<file path="src/rtl/burst_pkg.sv">
package burst_pkg;
  typedef enum logic [1:0] {
    ACT_HOLD = 2'd0,
    ACT_LOAD = 2'd1,
    ACT_STEP = 2'd2
  } act_e;
endpackage

</file>
<file path="src/rtl/burst_strobe_arb.sv">
module burst_strobe_arb
  import burst_pkg::*;
(
  input  logic proc_stb_n,
  input  logic ctrl_stb_n,
  input  logic adv_n,
  input  logic ce1_n,
  input  logic ce2,
  input  logic ce3_n,
  output act_e act
);
  logic selected;
  logic proc_seen;

  always_comb begin
    selected  = ~ce1_n & ce2 & ~ce3_n;
    proc_seen = ~proc_stb_n & ~ce1_n;
    if (proc_seen) begin
      act = selected ? ACT_LOAD : ACT_HOLD;
    end else if (!ctrl_stb_n) begin
      act = selected ? ACT_LOAD : ACT_HOLD;
    end else if (!adv_n) begin
      act = ACT_STEP;
    end else begin
      act = ACT_HOLD;
    end
  end
endmodule

</file>
<file path="src/rtl/burst_beat_ctr.sv">
module burst_beat_ctr
  import burst_pkg::*;
#(
  parameter int BEAT_W = 2
) (
  input  logic              clk,
  input  logic              rst,
  input  act_e              act,
  input  logic [BEAT_W-1:0] start_in,
  output logic [BEAT_W-1:0] start_nxt,
  output logic [BEAT_W-1:0] beat_nxt
);
  logic [BEAT_W-1:0] start_q;
  logic [BEAT_W-1:0] beat_q;

  always_comb begin
    start_nxt = start_q;
    beat_nxt  = beat_q;
    case (act)
      ACT_LOAD: begin
        start_nxt = start_in;
        beat_nxt  = '0;
      end
      ACT_STEP: beat_nxt = beat_q + 1'b1;
      default: ;
    endcase
  end

  always_ff @(posedge clk) begin
    if (rst) begin
      start_q <= '0;
      beat_q  <= '0;
    end else begin
      start_q <= start_nxt;
      beat_q  <= beat_nxt;
    end
  end
endmodule

</file>
<file path="src/rtl/burst_order_map.sv">
module burst_order_map #(
  parameter int BEAT_W = 2
) (
  input  logic [BEAT_W-1:0] start,
  input  logic [BEAT_W-1:0] beat,
  input  logic              interleave,
  output logic [BEAT_W-1:0] low
);
  logic [BEAT_W-1:0] lin_low;
  logic [BEAT_W-1:0] xor_low;

  assign lin_low = start + beat;

  for (genvar b = 0; b < BEAT_W; b++) begin : g_xor
    assign xor_low[b] = start[b] ^ beat[b];
  end

  assign low = interleave ? xor_low : lin_low;
endmodule

</file>
<file path="src/rtl/burst_addr_gen.sv">
module burst_addr_gen
  import burst_pkg::*;
#(
  parameter int ADDR_W = 16,
  parameter int BEAT_W = 2
) (
  input  logic              clk,
  input  logic              rst,
  input  logic [ADDR_W-1:0] addr_in,
  input  logic              proc_stb_n,
  input  logic              ctrl_stb_n,
  input  logic              adv_n,
  input  logic              order_sel,
  input  logic              ce1_n,
  input  logic              ce2,
  input  logic              ce3_n,
  output logic [ADDR_W-1:0] arr_addr
);
  localparam int HI_W = ADDR_W - BEAT_W;

  act_e              act;
  logic [BEAT_W-1:0] start_nxt;
  logic [BEAT_W-1:0] beat_nxt;
  logic [BEAT_W-1:0] low_nxt;
  logic [HI_W-1:0]   hi_q;
  logic [HI_W-1:0]   hi_nxt;
  logic              mode_q;

  burst_strobe_arb u_arb (
    .proc_stb_n (proc_stb_n),
    .ctrl_stb_n (ctrl_stb_n),
    .adv_n      (adv_n),
    .ce1_n      (ce1_n),
    .ce2        (ce2),
    .ce3_n      (ce3_n),
    .act        (act)
  );

  burst_beat_ctr #(.BEAT_W(BEAT_W)) u_ctr (
    .clk       (clk),
    .rst       (rst),
    .act       (act),
    .start_in  (addr_in[BEAT_W-1:0]),
    .start_nxt (start_nxt),
    .beat_nxt  (beat_nxt)
  );

  burst_order_map #(.BEAT_W(BEAT_W)) u_map (
    .start      (start_nxt),
    .beat       (beat_nxt),
    .interleave (mode_q),
    .low        (low_nxt)
  );

  assign hi_nxt = (act == ACT_LOAD) ? addr_in[ADDR_W-1:BEAT_W] : hi_q;

  always_ff @(posedge clk) begin
    if (rst) begin
      mode_q   <= order_sel;
      hi_q     <= '0;
      arr_addr <= '0;
    end else begin
      hi_q     <= hi_nxt;
      arr_addr <= {hi_nxt, low_nxt};
    end
  end
endmodule

</file>
<file path="config.mk">
export PLATFORM = sky130hd
export DESIGN_NAME = burst_addr_gen
export DESIGN_NICKNAME = d
export VERILOG_FILES = /design/src/rtl/burst_pkg.sv /design/src/rtl/burst_strobe_arb.sv /design/src/rtl/burst_beat_ctr.sv /design/src/rtl/burst_order_map.sv /design/src/rtl/burst_addr_gen.sv
export SDC_FILE = /design/constraint.sdc
export NUM_CORES = 1
export LEC_CHECK = 0
export ABC_CLOCK_PERIOD_IN_PS = 2800
export BUFFER_PORTS_ARGS = -buffer_cell sky130_fd_sc_hd__buf_2
export CELL_PAD_IN_SITES_DETAIL_PLACEMENT = 1
export CELL_PAD_IN_SITES_GLOBAL_PLACEMENT = 1
export CORE_UTILIZATION = 32
export DETAILED_ROUTE_END_ITERATION = 7
export GPL_ROUTABILITY_DRIVEN = 0
export PLACE_DENSITY_LB_ADDON = 0.1
export SLEW_MARGIN = 20
export SYNTH_ARGS = -nofsm -noshare
export SYNTH_HDL_FRONTEND = slang
export SYNTH_SLANG_ARGS = --single-unit
</file>
<file path="constraint.sdc">
create_clock -name clk -period 2.8 [get_ports clk]
set_clock_uncertainty 0.05 [all_clocks]
set_input_delay 0.7 -clock clk [delete_from_list [all_inputs] [get_ports clk]]
set_output_delay 0.7 -clock clk [all_outputs]
set_load 0.01 [all_outputs]
</file>
# After elaboration in Yosys (flattened, before gate mapping)
# Index checks and enable logic that the tools add are counted.
# word_totals
ff_bits,35
latchBits,0
ramBits,0
rom_bits,0
input_bits,25
out_inout_bits,16
word_cells,25
memories,0
# classes
n_addsub,2
mul,0
div_mod_pow,0
order_cmp,0
eq_ne,2
n_shift,0
mux,8
n_bitwise,8
reduce_logical,0
# ops
operator,n
two-way mux 14 bit,1
two-way mux 2 bit,5
one-hot mux 2 bit (2 select lines),1
bitwise AND 1 bit,3
inverter 1 bit,3
adder 2 x 1 -> 2 bit (second input constant),1
adder 2 bit,1
equality test 2 x 1 -> 1 bit (second input constant),1
equality test 2 bit (second input constant),1
XOR 1 bit,2
two-way mux 1 bit,1

# Logic depth before layout (Yosys ltp)
# Gate-level depths: netlist (run 1).
# logic_depth
depth_word,10
depth_mapped,11
mapped_depth_nobuf,11

# Cells and area by module
# A second synthesis (run 1) with hierarchy kept.
# unflattened
hier_cells,98
area_unflattened_um2,1004.7
# modules_own_cells
module,n_inst,cells_each,area_per_inst_um2
burst_addr_gen,1,68,724.4
burst_beat_ctr,1,22,214.0
burst_order_map,1,4,36.3
burst_strobe_arb,1,4,30.0

# Least setup slack after synthesis (run 1)
# Ideal clock, no wire load.
# synth_path
kind,input-to-reg
start,in ce3_n
end,reg arr_addr[1]
setup_time_ns,0.128
t_arrival_ns,2.178
t_required_ns,2.622
path_slack_ns,0.444
path_stages,10
path_cell_list,nor2_1 -> and3_1 -> ha_1 -> buf_6 -> mux2_2 -> ha_1 -> nor2b_1 -> xnor2_1 -> xnor2_1 -> nor2_1
# synth_between
elab_chain_len,9
word_cells_on_any_way,12
# synth_rtl
element,line_no,source
"start, declared",burst_addr_gen.sv:16,"input logic ce3_n,"
inverter 1 bit *,burst_strobe_arb.sv:16,selected = ~ce1_n & ce2 & ~ce3_n;
bitwise AND 1 bit *,burst_strobe_arb.sv:16,
two-way mux 1 bit *,"burst_strobe_arb.sv:19, burst_strobe_arb.sv:21",
two-way mux 2 bit,burst_strobe_arb.sv:20,end else if (!ctrl_stb_n) begin
two-way mux 2 bit *,burst_strobe_arb.sv:18,if (proc_seen) begin
equality test 2 x 1 -> 1 bit *,burst_beat_ctr.sv:19,case (act)
two-way mux 2 bit *,burst_beat_ctr.sv:19,
via start_nxt[0],burst_addr_gen.sv:22,logic [BEAT_W-1:0] start_nxt;
adder 2 bit *,burst_order_map.sv:12,assign lin_low = start + beat;
two-way mux 2 bit *,burst_order_map.sv:18,assign low = interleave ? xor_low : lin_low;
"end signal, assigned",burst_addr_gen.sv:64,"arr_addr <= {hi_nxt, low_nxt};"
"end, declared",burst_addr_gen.sv:17,output logic [ADDR_W-1:0] arr_addr
# Mark *: on every way through the listed nets, which the timed path passes. The rest lies on a longest branch.
# A chain may end at the register's enable or synchronous reset.

# Worst setup path in the final report (run 1)
# layout_path
start,in proc_stb_n
end,reg arr_addr[1]
# layout_between
elab_chain_len,7
word_cells_on_any_way,10
# layout_rtl
element,line_no,source
"start, declared",burst_addr_gen.sv:10,"input logic proc_stb_n,"
inverter 1 bit *,burst_strobe_arb.sv:17,proc_seen = ~proc_stb_n & ~ce1_n;
bitwise AND 1 bit *,burst_strobe_arb.sv:17,
two-way mux 2 bit *,burst_strobe_arb.sv:18,
equality test 2 bit or equality test 2 x 1 -> 1 bit (tied branches),burst_beat_ctr.sv:19,
one-hot mux 2 bit (2 select lines) *,burst_beat_ctr.sv:19,
via beat_nxt[0],burst_addr_gen.sv:23,logic [BEAT_W-1:0] beat_nxt;
adder 2 bit *,burst_order_map.sv:12,
two-way mux 2 bit *,burst_order_map.sv:18,
# Marked as above.

==> results.json, run 1 <==
{
  "wl_per_cell_um": 11.1,
  "yosysUniqueCellTypes": 21,
  "initial_utilization": 0.339,
  "timing.final.crit_period_ns": 2.15,
  "drt_wl_total_um": 1690,
  "post_cts_resized": 0,
  "synth_warnings": 0,
  "grt_pass1_wl_um": 2740,
  "grt_pass1_vias": 648,
  "crit_cells": 10,
  "antennaDiodeCount": 0,
  "ys_seq_area_frac": 0.513,
  "ys.flop_type": "dfxtp_1",
  "synth_edf_count": 1,
  "cp_max_fo": 4,
  "root_buffer": "clkbuf_4",
  "worstHoldPathCells": 2,
  "slew_viol_final": 0,
  "ys_ff_latch": 21,
  "fp.coreArea_um2": 2480,
  "dp_cells": 148,
  "final_core_util": 0.439,
  "critical_path_class": "primary input to flip-flop",
  "setup_viol": 0,
  "antenna_found_initial": 0,
  "postRouteAntennaNets": 0,
  "fin_cells": 152,
  "syn_nets": 109,
  "syn_area_per_cell_um2": 10.4,
  "syn_inst": 81,
  "avgViaCountPerCell": 4.54,
  "die_h_um": 53.2,
  "postCtsSetupBuffers": 0,
  "power.leakage_uw": 0.000513,
  "vias": 690,
  "synth.most_common_cell": "dfxtp_1",
  "cpPeakStageDelay_ns": 0.34,
  "path_delay_family": "adder cells",
  "r2r_cells": 7,
  "drt-pass1-iter-count": 4,
  "synth_top_area_frac": 0.477,
  "syn_area_um2": 840,
  "numCtsBuffers": 3,
  "tightest_slew_ns": 0.381,
  "route.detailed.drc": 0,
  "cp.arrival_ns": 2.30,
  "grt_max_degree": 22,
  "status": "finished clean",
  "nets": 151,
  "dp_hpwl_um": 1290,
  "fin_area_um2": 1090,
  "clock.fmax_ghz": 0.464,
  "clock_latency_ns": 0.30,
  "cp_cell_sequence": "buf_2 -> nand2_1 -> and3_1 -> ha_1 -> o21ai_0 -> ha_1 -> nor2b_1 -> xnor2_1 -> xnor2_1 -> nor2_1",
  "cp.buffers_inverters": 1,
  "final_hold_viol_count": 0,
  "cts_sinks": 21,
  "postCtsHoldBufs": 0,
  "gr-total-overflow": 0,
  "rsz0062_at_grt": "false",
  "port_buffers": 40,
  "cp.required_ns": 2.94,
  "synth_area_leaders": "dfxtp_1, mux2i_1, nor2_1",
  "post-route-worst-setup-slack_ns": 0.646,
  "power_density_nw_per_um2": 479,
  "tns_ns": 0,
  "place_area_um2": 1060,
  "crit_slowest_cell": "ha_1",
  "maxSlewHeadroom": 0.746,
  "h-tree-depth": 1,
  "die_area_um2": 2830,
  "synth_commonest_cells": "dfxtp_1, nor2_1, mux2i_1, nor2b_1",
  "n_fill_cell": 306,
  "preCtsSetupSlack_ns": 0.301,
  "die_w_um": 53.2,
  "clockBufferDepth": 2,
  "drive_above_1_share": 0.377,
  "fin_crit_sh": 0.769,
  "ir_worst_vdd_uv": 347,
  "cap_violations": 0,
  "drtIter0Drc": 1,
  "clk_transition_reported_paths_ns": 0.12,
  "ys_async_sr_fraction": 0,
  "hp-class": "flip-flop to flip-flop",
  "crit_path_start_kind": "primary input",
  "netlist.top_cell.by_area": "dfxtp_1",
  "rows": 18,
  "critPathCaptureType": "flip-flop",
  "top_level_ports": 41,
  "grt_use_total": 0.135,
  "cts_tree": "done",
  "area_delta_synth_final_pct": 29.7
}
==> sequential cells by signal, summed over array words and instances (netlist names) <==
signal / flops
u_ctr.beat_q: 2
u_ctr.start_q: 2
arr_addr: 16
mode_q: 1
==> per-layer routing <==
layer | routed length [um] | global-route usage | up-vias
met5 | 0 | 0 | -
met4 | 10 | 0.0263 | 0
met3 | 93 | 0.0546 | 2
met2 | 835 | 0.227 | 19
met1 | 746 | 0.161 | 319
li1 | - | - | 350
==> stage by stage <==
stage / total power (uW) / hold WS, ns
after floorplan: 352 / 0.425
after global placement: 378 / 0.416
after detailed placement: 380 / 0.431
after CTS: 531 / 0.462
after global routing: 552 / 0.486
final: 522 / 0.451
==> worst reg2reg max path: stages, from the launching register on <==
cell	delay [ns]
dfxtp_1	0.35
nand2b_1	0.14
o21ai_0	0.23
ha_1	0.19
nor2b_1	0.15
xnor2_1	0.15
xnor2_1	0.14
nor2_1	0.05
==> kinds of logic (layout without fill, tap and decap cells) <==
kind of cell	Yosys count	in the layout	share of synthesized area
buffers and inverters	7	48	0.0447
AND/OR/NAND/NOR	29	29	0.162
flip-flops	21	21	0.513
XOR/XNOR	2	2	0.0209
multiplexers	16	16	0.192
AO/OA/AOI/OAI	3	3	0.0224
adder cells (fa/ha/maj)	3	3	0.0447
==> final cells by class <==
class                      count  area [um^2]  area share
sequential                    21          430       0.395
multi-input combinational     53          372       0.341
timing repair buffer          41          208       0.191
tap                           30         37.5      0.0345
clock buffer                   3         22.5      0.0207
inverter                       3         11.3      0.0103
clock inverter                 1         7.51     0.00690
==> where the power goes <==
group	switching (uW)	internal [uW]	total (uW)
Clock	95.6	54.4	150
Sequential	3.63	310	314
Combinational	28.1	30.1	58.2
Total	127	395	522
==> worst paths after layout <==
kind,start,end,slack (ns)
min reg2reg,arr_addr[15],arr_addr[15],0.45
max reg2reg,u_ctr.beat_q[0],arr_addr[1],1.25
min,arr_addr[15],arr_addr[15],0.45
max,proc_stb_n,arr_addr[1],0.65
==> cell usage in the layout, fill, tap and decap left out, types with 2 or more instances in the layout <==
cell,n
dfxtp_1,20
mux2i_1,15
clkbuf_4,3
nand2_1,3
xnor2_1,2
buf_2,40
nor2b_1,4
nor2_1,17
inv_1,3
ha_1,3
No activity file was read; power rests on OpenSTA's default activity.
==> run 2, diff against run 1 <==
Settings changed: ABC_CLOCK_PERIOD_IN_PS 2800 to 2100.
Clock period 2.8 ns to 2.1 ns, I/O delays scaled along.
==> results.json, run 2 (synthesis results as in run 1) <==
{
  "port_buffers": 40,
  "fin_crit_sh": 0.933,
  "wirelength_met1_um": 717,
  "cp.arrival_ns": 2.09,
  "clock.fmax_ghz": 0.511,
  "final_hold_viol_count": 0,
  "crit_path_start_kind": "primary input",
  "gr-total-overflow": 0,
  "die_h_um": 53.2,
  "power_density_nw_per_um2": 608,
  "postRouteAntennaNets": 0,
  "maxSlewHeadroom": 0.752,
  "cap_violations": 0,
  "top_layer": "met4",
  "h-tree-depth": 1,
  "postCtsSetupBuffers": 0,
  "post_cts_resized": 0,
  "p_total_uw": 685,
  "pwr-share-seq": 0.612,
  "cp.required_ns": 2.23,
  "drt_wl_total_um": 1640,
  "seqCellArea_um2": 430,
  "ir_worst_vdd_uv": 487,
  "cp_max_fo": 3,
  "initial_utilization": 0.339,
  "largest_register_ffs": 16,
  "grt_pass1_vias": 646,
  "cp_cell_sequence": "buf_2 -> o211ai_1 -> ha_2 -> o21ai_1 -> ha_4 -> nor2b_4 -> xnor2_1 -> xnor2_1 -> nor2_1",
  "cts_sinks": 21,
  "final_core_util": 0.455,
  "grt_pass1_wl_um": 2620,
  "rsz0062_at_grt": "false",
  "antennaDiodeCount": 0,
  "wl_per_cell_um": 10.6,
  "postCtsHoldBufs": 0,
  "rows": 18,
  "crit_slowest_cell": "ha_2",
  "clockBufferDepth": 2,
  "reg.largest.list": "arr_addr x16, u_ctr.beat_q x2, u_ctr.start_q x2",
  "post-route-worst-setup-slack_ns": 0.142,
  "route.detailed.drc": 0,
  "internal_power_uw": 532,
  "fin_area_um2": 1130,
  "vias": 685,
  "combPwrFrac": 0.121,
  "tns_ns": 0,
  "multiInputGateArea_um2": 398,
  "grt_use_total": 0.128,
  "root_buffer": "clkbuf_4",
  "area_delta_synth_final_pct": 34.1,
  "antenna_found_initial": 0,
  "status": "finished clean",
  "final_cell_mix": "buf_2, dfxtp_1, nor2_1",
  "fp.coreArea_um2": 2480,
  "timing.final.crit_period_ns": 1.96,
  "preCtsSetupSlack_ns": -0.188,
  "drive_above_1_share": 0.403,
  "wl_met2_um": 828,
  "tightest_slew_ns": 0.372,
  "power.leakage_uw": 0.000521,
  "avgViaCountPerCell": 4.45,
  "nets": 153,
  "drt-pass1-iter-count": 1,
  "final_common_cell": "buf_2",
  "regMostFlops": "arr_addr",
  "cp.buffers_inverters": 1,
  "n_fill_cell": 313,
  "hp-class": "primary input to flip-flop",
  "numCtsBuffers": 3,
  "dp_hpwl_um": 1320,
  "slew_viol_final": 0,
  "critPathCaptureType": "flip-flop",
  "clk_transition_reported_paths_ns": 0.11,
  "clock_power_share": 0.267,
  "wl_met3_um": 82,
  "drtIter0Drc": 0,
  "die_area_um2": 2830,
  "clock_latency_ns": 0.28,
  "place_area_um2": 1100,
  "switching_power_uw": 153,
  "swShare": 0.224,
  "die_w_um": 53.2,
  "setup_viol": 0,
  "path_delay_family": "compound AO/OA/AOI/OAI gates",
  "top_level_ports": 41,
  "critical_path_class": "primary input to flip-flop",
  "cpMostUsedCell": "xnor2_1",
  "cts_tree": "done",
  "cpPeakStageDelay_ns": 0.33,
  "grt_max_degree": 22
}
## run 2: changes by cell type in the layout (fill, tap and decap cells not counted)
| cell | before | now |
|---|---|---|
| buf_4 | 1 | 3 |
| clkbuf_1 | 0 | 1 |
| clkinvlp_4 | 1 | 0 |
| ha_1 | 3 | 1 |
| ha_2 | 0 | 1 |
| ha_4 | 0 | 1 |
| mux2_2 | 1 | 0 |
| mux2_4 | 0 | 1 |
| nor2b_1 | 4 | 3 |
| nor2b_4 | 0 | 1 |
| o21ai_0 | 1 | 0 |
| o21ai_1 | 0 | 1 |
## run 2: path summary, 6_finish.rpt
check	from	endpoint	slack, ns	cells after the start
min	order_sel	mode_q	0.36	1
max reg2reg	u_ctr.beat_q[0]	arr_addr[1]	0.58	7
max	proc_stb_n	arr_addr[1]	0.14	9
min reg2reg	arr_addr[13]	arr_addr[13]	0.45	2
## run 2: final cells by class
class / count / share of cell area
tap: 30 / 0.0333
clock buffer: 4 / 0.0233
sequential: 21 / 0.382
timing repair buffer: 43 / 0.198
multi-input combinational: 53 / 0.353
inverter: 3 / 0.0100
## run 2: worst register-to-register path, delay by kind of cell (launching register included)
| kind | cells | cell delay (ns) |
|---|---|---|
| flops | 1 | 0.35 |
| compound gates | 1 | 0.26 |
| xor+xnor | 2 | 0.27 |
| fa+ha+maj | 1 | 0.17 |
| simple gates | 3 | 0.32 |
## run 2: power by group through the flow
stage | logic (uW) | clock network (uW) | registers [uW]
6_report | 83.1 | 183 | 419
5_1_grt | 94.2 | 211 | 420
4_1_cts | 85.4 | 197 | 419
3_5_place_dp | 85.3 | 0 | 428
3_3_place_gp | 82.9 | 0 | 428
2_1_floorplan | 40.2 | 0 | 432
## run 2: metrics by stage
stage               hold WS, ns  cells
floorplan                 0.426     81
finish                    0.361    154
detailed placement        0.432    150
global route              0.338    154
global placement          0.417    150
CTS                       0.348    154
## run 2: routing by layer
layer	global-route usage	up-vias
met5	0	-
met4	0.0395	0
met3	0.0374	2
met2	0.219	15
met1	0.151	312
li1	-	356
==> run 3, diff against run 2 <==
Settings changed: ABC_AREA from default to 1, CORE_UTILIZATION 32 to 30.
==> results.json, run 3 <==
{
  "grt_use_total": 0.157,
  "tns_ns": 0,
  "reg.largest.list": "arr_addr x16, u_ctr.beat_q x2, u_ctr.start_q x2",
  "die_h_um": 54.8,
  "timing.final.crit_period_ns": 1.92,
  "largest_register_ffs": 16,
  "critPathCaptureType": "flip-flop",
  "cap_violations": 0,
  "route.detailed.drc": 0,
  "postRouteAntennaNets": 0,
  "tightest_slew_ns": 0.392,
  "setup_viol": 0,
  "syn_area_um2": 837,
  "antennaDiodeCount": 0,
  "synth_area_leaders": "dfxtp_1, nor2_1, o21ai_0",
  "h-tree-depth": 1,
  "clock_latency_ns": 0.30,
  "cp_max_fo": 3,
  "syn_inst": 111,
  "clk_transition_reported_paths_ns": 0.13,
  "synth.most_common_cell": "nor2_1",
  "ys_async_sr_fraction": 0,
  "critical_path_class": "primary input to flip-flop",
  "dp_hpwl_um": 1620,
  "final_common_cell": "buf_2",
  "syn_area_per_cell_um2": 7.54,
  "cp.required_ns": 2.31,
  "vias": 841,
  "area_delta_synth_final_pct": 38.4,
  "grt_pass1_vias": 819,
  "power.leakage_uw": 0.000610,
  "drt-pass1-iter-count": 2,
  "die_area_um2": 3010,
  "drive_above_1_share": 0.404,
  "top_level_ports": 41,
  "ir_worst_vdd_uv": 321,
  "yosysUniqueCellTypes": 15,
  "fin_crit_sh": 0.917,
  "synth_warnings": 0,
  "synth_top_area_frac": 0.478,
  "grt_pass1_wl_um": 3260,
  "power_density_nw_per_um2": 624,
  "fin_cells": 186,
  "drtIter0Drc": 7,
  "antenna_found_initial": 0,
  "drt_wl_total_um": 2130,
  "maxSlewHeadroom": 0.738,
  "port_buffers": 40,
  "ys_seq_area_frac": 0.514,
  "final_hold_viol_count": 0,
  "clockBufferDepth": 2,
  "ys_ff_latch": 21,
  "ys.flop_type": "dfxtp_1",
  "clock.fmax_ghz": 0.520,
  "internal_power_uw": 533,
  "initial_utilization": 0.326,
  "netlist.top_cell.by_area": "dfxtp_1",
  "slew_viol_final": 0,
  "root_buffer": "clkbuf_4",
  "pwr-share-seq": 0.585,
  "avgViaCountPerCell": 4.52,
  "combPwrFrac": 0.135,
  "fp.coreArea_um2": 2570,
  "cts_sinks": 21,
  "grt_max_degree": 16,
  "cts_tree": "done",
  "nets": 185,
  "gr-total-overflow": 0,
  "regMostFlops": "arr_addr",
  "numCtsBuffers": 3,
  "synth_commonest_cells": "nor2_1, dfxtp_1, o21ai_0, nand2_1, inv_1",
  "crit_path_start_kind": "primary input",
  "hp-class": "primary input to flip-flop",
  "syn_nets": 139,
  "dp_cells": 182,
  "final_cell_mix": "buf_2, nor2_1, dfxtp_1",
  "cp.arrival_ns": 2.14,
  "status": "finished clean",
  "rows": 18,
  "switching_power_uw": 190,
  "wl_per_cell_um": 11.5,
  "clock_power_share": 0.280,
  "synth_edf_count": 1,
  "swShare": 0.262,
  "die_w_um": 54.8
}
## run 3: changes by cell type in the layout (fill, tap and decap cells not counted), moves of 3 or more
cell     change
nor2_1      +14
nand2_1      +8
nor2b_1      -3
inv_2        +3
a21oi_1      +3
mux2i_1     -15
inv_1        +4
o21ai_0     +14
nor2_2       +4
## run 3: area by class of cell
type | instances | area (um^2)
clock buffer | 3 | 22.5
clock inverter | 1 | 5.00
fill | 349 | 1410
inverter | 11 | 43.8
multi-input combinational | 76 | 389
sequential | 21 | 430
tap | 30 | 37.5
timing repair buffer | 44 | 230
## run 3: power groups by stage
| stage | registers, uW | clock network [uW] | logic, uW |
|---|---|---|---|
| after global placement | 431 | 0 | 87.6 |
| after detailed placement | 432 | 0 | 92.0 |
| after floorplan | 438 | 0 | 36.2 |
| after global routing | 425 | 222 | 110 |
| final | 423 | 203 | 97.5 |
| after CTS | 423 | 209 | 92.8 |
## run 3: logic make-up (layout without fill, tap and decap cells)
group,Yosys count,after routing,synth area share
AOI/OAI and AO/OA,19,19,0.114
DFF,21,21,0.514
adders and majority gates,3,3,0.0448
and+or+nand+nor,54,54,0.260
buffers and inverters,14,59,0.0673
## run 3: per-stage QoR
stage	area, um^2	total power, uW	setup slack [ns]	util	hold slack, ns
after floorplan	845	474	0.0184	-	0.390
after global placement	1100	519	-0.119	0.427	0.408
after detailed placement	1100	524	-0.276	0.427	0.424
after CTS	1120	725	0.0693	0.438	0.334
after global routing	1160	758	-0.00612	0.451	0.330
final	1160	723	0.175	0.451	0.339
## run 3: per-layer routing
| metal | share of wire | vias up | wire [um] | global-route usage |
|---|---|---|---|---|
| li1 | - | 439 | - | - |
| met1 | 0.42 | 379 | 888 | 0.175 |
| met2 | 0.53 | 21 | 1120 | 0.279 |
| met3 | 0.050 | 2 | 107 | 0.0306 |
| met4 | 0.0070 | 0 | 15 | 0.0769 |
| met5 | 0 | - | 0 | 0 |
## run 3: path summary, 6_finish.rpt
kind                                        from                to  slack (ns)  depth (start not counted)
worst min register to register  u_ctr.start_q[0]  u_ctr.start_q[0]        0.43                          2
worst max-delay path                         ce2       arr_addr[1]        0.18                         18
worst max register to register   u_ctr.beat_q[0]       arr_addr[1]        0.71                         11
worst min-delay path                   order_sel            mode_q        0.34                          1
## run 3: what timing repair did
action / in CTS / in global routing
setup buffers: 0 / 0
hold buffers: 0 / 0
endpoints found under the hold margin: 0 / 0
gates resized for setup: 0 / 11
setup endpoints to repair: 0 / 1
## run 3: critical path: stages
cell     delay [ns]
buf_2          0.09
nor3b_2        0.14
o21ai_1        0.10
inv_1          0.10
ha_4           0.28
inv_4          0.04
nand2_2        0.05
inv_2          0.04
nor2_2         0.07
ha_2           0.16
inv_1          0.04
nor2_2         0.12
inv_1          0.05
nand2_1        0.06
nand2_1        0.06
nand2_1        0.06
nand2_1        0.05
nor2_2         0.11
